[config.mk]
export PLATFORM = sky130hd
export DESIGN_NAME = hp_slot_ctrl
export DESIGN_NICKNAME = d
export VERILOG_FILES = /design/src/rtl/hp_pkg.sv /design/src/rtl/hp_wr_decode.sv /design/src/rtl/hp_notify.sv /design/src/rtl/hp_slot_ctrl.sv
export SDC_FILE = /design/constraint.sdc
export NUM_CORES = 1
export LEC_CHECK = 0
export ABC_CLOCK_PERIOD_IN_PS = 3400
export BUFFER_PORTS_ARGS = -buffer_cell sky130_fd_sc_hd__buf_2
export CAP_MARGIN = 30
export CORE_MARGIN = 5
export CORE_UTILIZATION = 48
export CTS_BUF_LIST = sky130_fd_sc_hd__clkbuf_16
export CTS_CLUSTER_DIAMETER = 80
export CTS_CLUSTER_SIZE = 40
export DETAILED_ROUTE_END_ITERATION = 6
export PLACE_DENSITY = 0.85
export SLEW_MARGIN = 10
export SYNTH_ARGS = -nofsm -noshare
export SYNTH_HDL_FRONTEND = slang
export SYNTH_SLANG_ARGS = --single-unit
[constraint.sdc]
create_clock -name clk -period 3.4 [get_ports clk]
set_clock_uncertainty 0.05 [all_clocks]
set_input_delay 0.17 -clock clk [delete_from_list [all_inputs] [get_ports clk]]
set_output_delay 0.17 -clock clk [all_outputs]
set_load 0.01 [all_outputs]
[src/rtl/hp_pkg.sv]
package hp_pkg;
  localparam int unsigned CTL_REL     = 'h18;
  localparam int unsigned STS_REL     = 'h1A;
  localparam int unsigned LINK_DW_REL = 'h10;

  localparam int unsigned C_HPI_EN  = 5;
  localparam int unsigned C_PWR_OFF = 10;
  localparam int unsigned S_ABP     = 0;
  localparam int unsigned S_PDC     = 3;
  localparam int unsigned S_CC      = 4;
  localparam int unsigned S_PDS     = 6;
  localparam int unsigned L_ACTIVE  = 13;

  localparam logic [1:0]  IND_BLINK = 2'b10;
  localparam logic [1:0]  IND_OFF   = 2'b11;

  localparam logic [15:0] EVT_MASK  = 16'h0019;
  localparam logic [15:0] CTL_WMASK = 16'h07FF;
  localparam logic [15:0] CTL_RST   = 16'h0100;
  localparam logic [15:0] STS_RST   = 16'h0040;
  localparam logic [15:0] LINK_RST  = 16'h2000;
  localparam logic [15:0] LINK_UP   = 16'h2011;

  function automatic logic is_off(input logic [15:0] ctl);
    return ctl[C_PWR_OFF] && (ctl[9:8] == IND_OFF);
  endfunction
endpackage

[src/rtl/hp_wr_decode.sv]
module hp_wr_decode #(
  parameter int unsigned ADDR_W    = 12,
  parameter int unsigned CFG_BYTES = 4096,
  parameter int unsigned REG_OFS   = 'h58,
  parameter int unsigned REG_BYTES = 2
) (
  input  logic                   wr_en,
  input  logic [ADDR_W-1:0]      wr_off,
  input  logic [2:0]             wr_len,
  input  logic [31:0]            wr_data,
  output logic                   hit,
  output logic [REG_BYTES-1:0]   be,
  output logic [8*REG_BYTES-1:0] data
);
  logic [ADDR_W:0] start_pos, end_pos;
  logic            legal;

  assign start_pos = {1'b0, wr_off};
  assign end_pos   = start_pos + (ADDR_W+1)'(wr_len);
  assign legal     = wr_en && (wr_len != 3'd0) && (wr_len <= 3'd4) &&
                     (end_pos <= (ADDR_W+1)'(CFG_BYTES));

  for (genvar b = 0; b < REG_BYTES; b++) begin : g_byte
    localparam int unsigned POS = REG_OFS + b;
    logic [ADDR_W:0] rel;
    logic [1:0]      lane;
    assign rel   = (ADDR_W+1)'(POS) - start_pos;
    assign lane  = rel[1:0];
    assign be[b] = legal && ((ADDR_W+1)'(POS) >= start_pos) &&
                   ((ADDR_W+1)'(POS) < end_pos);
    assign data[8*b +: 8] = wr_data[{lane, 3'b000} +: 8];
  end

  assign hit = |be;
endmodule

[src/rtl/hp_notify.sv]
module hp_notify
  import hp_pkg::*;
(
  input  logic        clk,
  input  logic        rst,
  input  logic        chk_stb,
  input  logic        clr_stb,
  input  logic [15:0] slot_ctl,
  input  logic [15:0] slot_sts,
  input  logic        msi_en,
  input  logic [7:0]  int_pin,
  output logic        intx_level,
  output logic        msi_req
);
  logic pending, prev_q;

  assign pending = slot_ctl[C_HPI_EN] && |(slot_sts & slot_ctl & EVT_MASK);

  always_ff @(posedge clk) begin
    if (rst) begin
      prev_q     <= 1'b0;
      intx_level <= 1'b0;
      msi_req    <= 1'b0;
    end else begin
      msi_req <= 1'b0;
      if (clr_stb) begin
        prev_q <= pending;
        if (!msi_en && (int_pin != 8'h00) && !pending) intx_level <= 1'b0;
      end else if (chk_stb && (pending != prev_q)) begin
        prev_q <= pending;
        if (msi_en) msi_req <= 1'b1;
        else if (int_pin != 8'h00) intx_level <= pending;
      end
    end
  end
endmodule

[src/rtl/hp_slot_ctrl.sv]
module hp_slot_ctrl
  import hp_pkg::*;
#(
  parameter int unsigned ADDR_W    = 12,
  parameter int unsigned CFG_BYTES = 4096,
  parameter int unsigned CAP_OFS   = 'h40,
  parameter int unsigned FUNC_W    = 3
) (
  input  logic              clk,
  input  logic              rst,
  input  logic              wr_en,
  input  logic [ADDR_W-1:0] wr_off,
  input  logic [2:0]        wr_len,
  input  logic [31:0]       wr_data,
  input  logic [ADDR_W-3:0] rd_dw,
  output logic [31:0]       rd_data,
  input  logic              msi_en,
  input  logic [7:0]        int_pin,
  input  logic              plug,
  input  logic [FUNC_W-1:0] plug_func,
  input  logic              unplug_req,
  input  logic              fast_unplug,
  output logic              intx_level,
  output logic              msi_req,
  output logic              remove_pulse,
  output logic              req_rejected
);
  localparam int unsigned CTL_OFS = CAP_OFS + CTL_REL;
  localparam int unsigned STS_OFS = CAP_OFS + STS_REL;
  localparam int unsigned SLOT_DW = CTL_OFS / 4;
  localparam int unsigned LINK_DW = (CAP_OFS + LINK_DW_REL) / 4;

  logic [15:0] ctl_q, sts_q, link_q, ctl_d, sts_d, link_d;
  logic        stage_q, chk_q, clr_q;
  logic        ctl_hit, sts_hit;
  logic [1:0]  ctl_be, sts_be;
  logic [15:0] ctl_wd, sts_wd;

  hp_wr_decode #(.ADDR_W(ADDR_W), .CFG_BYTES(CFG_BYTES), .REG_OFS(CTL_OFS), .REG_BYTES(2))
    u_ctl_dec (.wr_en(wr_en), .wr_off(wr_off), .wr_len(wr_len), .wr_data(wr_data),
               .hit(ctl_hit), .be(ctl_be), .data(ctl_wd));
  hp_wr_decode #(.ADDR_W(ADDR_W), .CFG_BYTES(CFG_BYTES), .REG_OFS(STS_OFS), .REG_BYTES(2))
    u_sts_dec (.wr_en(wr_en), .wr_off(wr_off), .wr_len(wr_len), .wr_data(wr_data),
               .hit(sts_hit), .be(sts_be), .data(sts_wd));

  logic [15:0] ctl_merge, ctl_new, sts_wv, sts_after;
  logic        stale_clr, remove, mgmt_ok, plug_go, unp_go, unp_rej, unp_quiet;

  assign ctl_merge = {ctl_be[1] ? ctl_wd[15:8] : ctl_q[15:8],
                      ctl_be[0] ? ctl_wd[7:0]  : ctl_q[7:0]};
  assign ctl_new   = (ctl_merge & CTL_WMASK) | (ctl_q & ~CTL_WMASK);
  assign sts_wv    = {sts_be[1] ? sts_wd[15:8] : 8'h00,
                      sts_be[0] ? sts_wd[7:0]  : 8'h00};
  assign stale_clr = sts_hit && |(sts_wv & ~sts_q & EVT_MASK);
  assign sts_after = (sts_hit && !stale_clr) ? (sts_q & ~(sts_wv & EVT_MASK)) : sts_q;
  assign remove    = ctl_hit && sts_q[S_PDS] && is_off(ctl_new) && !is_off(ctl_q);
  assign mgmt_ok   = !(ctl_hit || sts_hit);
  assign plug_go   = plug && mgmt_ok && (plug_func == '0);
  assign unp_rej   = unplug_req && mgmt_ok && (ctl_q[9:8] == IND_BLINK);
  assign unp_go    = unplug_req && mgmt_ok && (ctl_q[9:8] != IND_BLINK);
  assign unp_quiet = is_off(ctl_q);

  always_comb begin
    ctl_d  = ctl_hit ? ctl_new : ctl_q;
    sts_d  = sts_after;
    link_d = link_q;
    if (remove) begin
      sts_d[S_PDS]     = 1'b0;
      sts_d[S_PDC]     = 1'b1;
      link_d[L_ACTIVE] = 1'b0;
    end
    if (stage_q) sts_d[S_CC] = 1'b1;
    if (plug_go) begin
      sts_d[S_PDS] = 1'b1;
      sts_d[S_PDC] = 1'b1;
      sts_d[S_ABP] = 1'b1;
      link_d       = link_d | LINK_UP;
    end
    if (unp_go) begin
      link_d[L_ACTIVE] = 1'b0;
      if (fast_unplug) sts_d[S_PDC] = 1'b1;
      if (!unp_quiet)  sts_d[S_ABP] = 1'b1;
    end
  end

  always_ff @(posedge clk) begin
    if (rst) begin
      ctl_q        <= CTL_RST;
      sts_q        <= STS_RST;
      link_q       <= LINK_RST;
      stage_q      <= 1'b0;
      chk_q        <= 1'b0;
      clr_q        <= 1'b0;
      remove_pulse <= 1'b0;
      req_rejected <= 1'b0;
      rd_data      <= 32'h0;
    end else begin
      ctl_q        <= ctl_d;
      sts_q        <= sts_d;
      link_q       <= link_d;
      stage_q      <= ctl_hit;
      chk_q        <= ctl_hit || stage_q || plug_go || (unp_go && !unp_quiet);
      clr_q        <= sts_hit;
      remove_pulse <= remove;
      req_rejected <= unp_rej;
      if (rd_dw == (ADDR_W-2)'(SLOT_DW))      rd_data <= {sts_q, ctl_q};
      else if (rd_dw == (ADDR_W-2)'(LINK_DW)) rd_data <= {link_q, 16'h0000};
      else                                    rd_data <= 32'h0;
    end
  end

  hp_notify u_notify (
    .clk(clk), .rst(rst), .chk_stb(chk_q), .clr_stb(clr_q),
    .slot_ctl(ctl_q), .slot_sts(sts_q), .msi_en(msi_en), .int_pin(int_pin),
    .intx_level(intx_level), .msi_req(msi_req)
  );
endmodule

==> reports/metrics.yaml <==
regArea_um2: 821
areaGrowthSynthToFinish_pct: 23.5
die_x_um: 83.8
antenna_left: 0
stdcell_count: 443
min_path_type: "input port to flop"
startpoint_type: "input port"
fmax_mhz: 367
grt_max_degree: 30
synth_cell_types: 67
via_per_inst: 5.48
min_period_ns: 2.73
initial_core_util_pct: 50.2
hold_violations: 0
ir_drop_mv: 0.258
ys.flop_type: "dfxtp_1"
synth.most_common_cell: "dfxtp_1"
timing.setup.tns_ns: 0
antenna_found_initial: 0
ys_seq_area_share_pct: 31.4
drc: 0
worstSkewPairLatency_ns: 0.28
ctsResizeCount: 0
wl_met2_mm: 3.40
netlist.area_leader.share_pct: 31.4
grt.overflow.total: 0
slew_violations: 0
period_share_pct: 80.2
leakage_nw: 1.49
drive_above_1_share_pct: 35.9
nets: 455
track_usage_pct: 18.9
cp_max_fo: 6
clk_pin_slew_worst_paths_ns: 0.06
grt_pass1_vias: 2331
yosys-top-cells-area: "dfxtp_1 31%, mux4_2 11%, buf_4 4.9%"
drt_first_pass_iters: 5
vias: 2427
r2r_start: "sts_q[4]"
cellInternalPower_mw: 0.932
numCtsBuffers: 5
totalWireLength_mm: 6.52
synthXorXnorAreaFrac_pct: 1.01
pin_count: 111
seqPwrFrac_pct: 40.0
p_per_area_nw_per_um2: 381
max-cap-violations: 0
utilization_pct: 62.0
top_layer: "met4"
p_clk_share_pct: 41.5
drt_iter0_drc: 185
p_comb_share_pct: 18.5
routedWlPerCell_um: 14.7
wl_met1_mm: 2.46
synthSimpleGateAreaFrac_pct: 22.2
crit_arrival_ns: 2.85
fill_cells: 441
synth_top_family_by_area: "simple AND/OR/NAND/NOR gates"
clock_path_buffers: 2
clock_sinks: 41
placementRows: 26
min_to: "rd_data[29]"
met3_length_um: 476
end_kind: "flop"
setup-violations-final: 0
avgSynthCellArea_um2: 9.26
clock-root-buffer: "clkbuf_16"
min_from: "rd_dw[1]"
r2r_end: "u_notify.intx_level"
ys_ff_latch: 41
slew_headroom_pct: 56.3
worst_slew_pin_slew_ns: 0.646
rsz0062_at_grt: "no"
synth-edff-count: 0
yosys.area.top_type: "dfxtp_1"
synthAdderAreaFrac_pct: 3.64
cp.required_ns: 3.52
gp_congestion: 0.904
synth_common_cells: "41 x dfxtp_1, 28 x nor2_1, 19 x nand2_1, 17 x buf_4"
cts_max_level: 2
synth_cells: 282
p_switching_mw: 0.296
port-buffer-count: 94
worst-setup-path-type: "input port to flop"
multi_input_area_um2: 1620
synth-compound-area-share_pct: 17.6
fp.coreArea_um2: 5200
dieArea_um2: 7020
insertedDiodeCount: 0
hpwl_mm: 5.37
cts_tree: "done"
yosysWarnings: 0
synth.area.mux_share_pct: 15.1
hold_depth: 2
die_h_um: 83.8
grt_pass1_wl_mm: 11.0
rr_worst_depth: 6
ctsHoldBuffers: 0
post_cts_buffers: 0
p_sw_share_pct: 24.1
synth_area_um2: 2610
ff2ff_setup_slack_ns: 1.82
placed_cells: 436
status: "complete, no violations"
synthArstFlopShare_pct: 0
metal layers:
layer	vias up	GRT usage, %
li1	1177	-
met2	102	34.3
met5	-	0
met1	1135	21.2
met4	0	8.77
met3	13	3.46
power groups by stage:
| stage | clock, mW | combinational (mW) | sequential, mW |
|---|---|---|---|
| 3_5_place_dp | 0 | 0.226 | 0.502 |
| 6_report | 0.509 | 0.227 | 0.492 |
| 2_1_floorplan | 0 | 0.163 | 0.499 |
| 3_3_place_gp | 0 | 0.218 | 0.502 |
| 5_1_grt | 0.540 | 0.251 | 0.492 |
| 4_1_cts | 0.517 | 0.226 | 0.491 |
worst max path at each step:
stage          startpoint        to  slack, ns  cells after the start
2_1_floorplan   wr_off[0]  sts_q[3]       0.79                     11
3_3_place_gp    wr_off[1]  sts_q[3]       0.53                     11
3_5_place_dp    wr_off[1]  sts_q[3]       0.41                     11
4_1_cts         wr_len[0]  sts_q[3]       0.70                     12
5_1_grt         wr_off[1]  sts_q[3]       0.43                     11
6_report        wr_len[0]  sts_q[3]       0.67                     12
registers in the layout, summed over array words and instances, names as in the netlist:
| name | count |
|---|---|
| link_q | 2 |
| chk_q | 1 |
| u_notify.prev_q | 1 |
| remove_pulse | 1 |
| u_notify.msi_req | 1 |
| clr_q | 1 |
| u_notify.intx_level | 1 |
| req_rejected | 1 |
| stage_q | 1 |
| sts_q | 4 |
| rd_data | 16 |
| ctl_q | 11 |
critical path: stages:
cell and delay [ns]:
buf_2 0.10, ha_1 0.20, inv_1 0.07, fa_1 0.50, nor2b_4 0.21, nor2_1 0.10
and4_1 0.22, o22a_2 0.28, a211o_1 0.34, a21oi_1 0.29, nor2b_2 0.11, a211o_1 0.26
cells by family after synthesis:
| kind of cell | after synthesis |
|---|---|
| xor+xnor | 3 |
| flops | 41 |
| mux | 23 |
| simple gates | 107 |
| fa+ha+maj | 7 |
| compound gates | 58 |
| other cells | 1 |
| buf+inv | 42 |
through the flow:
stage	hold slack, ns	power, mW	setup WS, ns	area (um^2)
4_1_cts	0.0525	1.23	0.697	3230
6_report	0.0651	1.23	0.674	3230
3_5_place_dp	0.343	0.727	0.406	3070
3_3_place_gp	0.334	0.719	0.531	3070
5_1_grt	0.0777	1.28	0.429	3230
2_1_floorplan	0.196	0.662	0.788	2670
final cells by class:
class                   count  share of cell area (%)
repair buffers             96                    15.1
clock inverters             2                    1.09
flip-flops and latches     41                    25.4
well taps                  70                    2.72
multi-input cells         214                    50.1
clock buffers               5                    3.88
inverters                  15                    1.75
cells in the final DEF, fill, tap and decap left out, types with 3 or more instances in the layout:
master,n
clkbuf_16,5
dfxtp_1,41
nand2_1,19
a21oi_1,15
mux2i_1,9
o21ai_0,6
nor4b_1,3
a211o_1,3
and2_1,13
nand3_1,9
a31oi_1,7
ha_1,6
nor4_1,6
nor2b_1,5
nor3_1,3
nor2_1,28
mux4_2,13
buf_2,94
conb_1,16
inv_1,15
(Power assumes the default switching activity.)
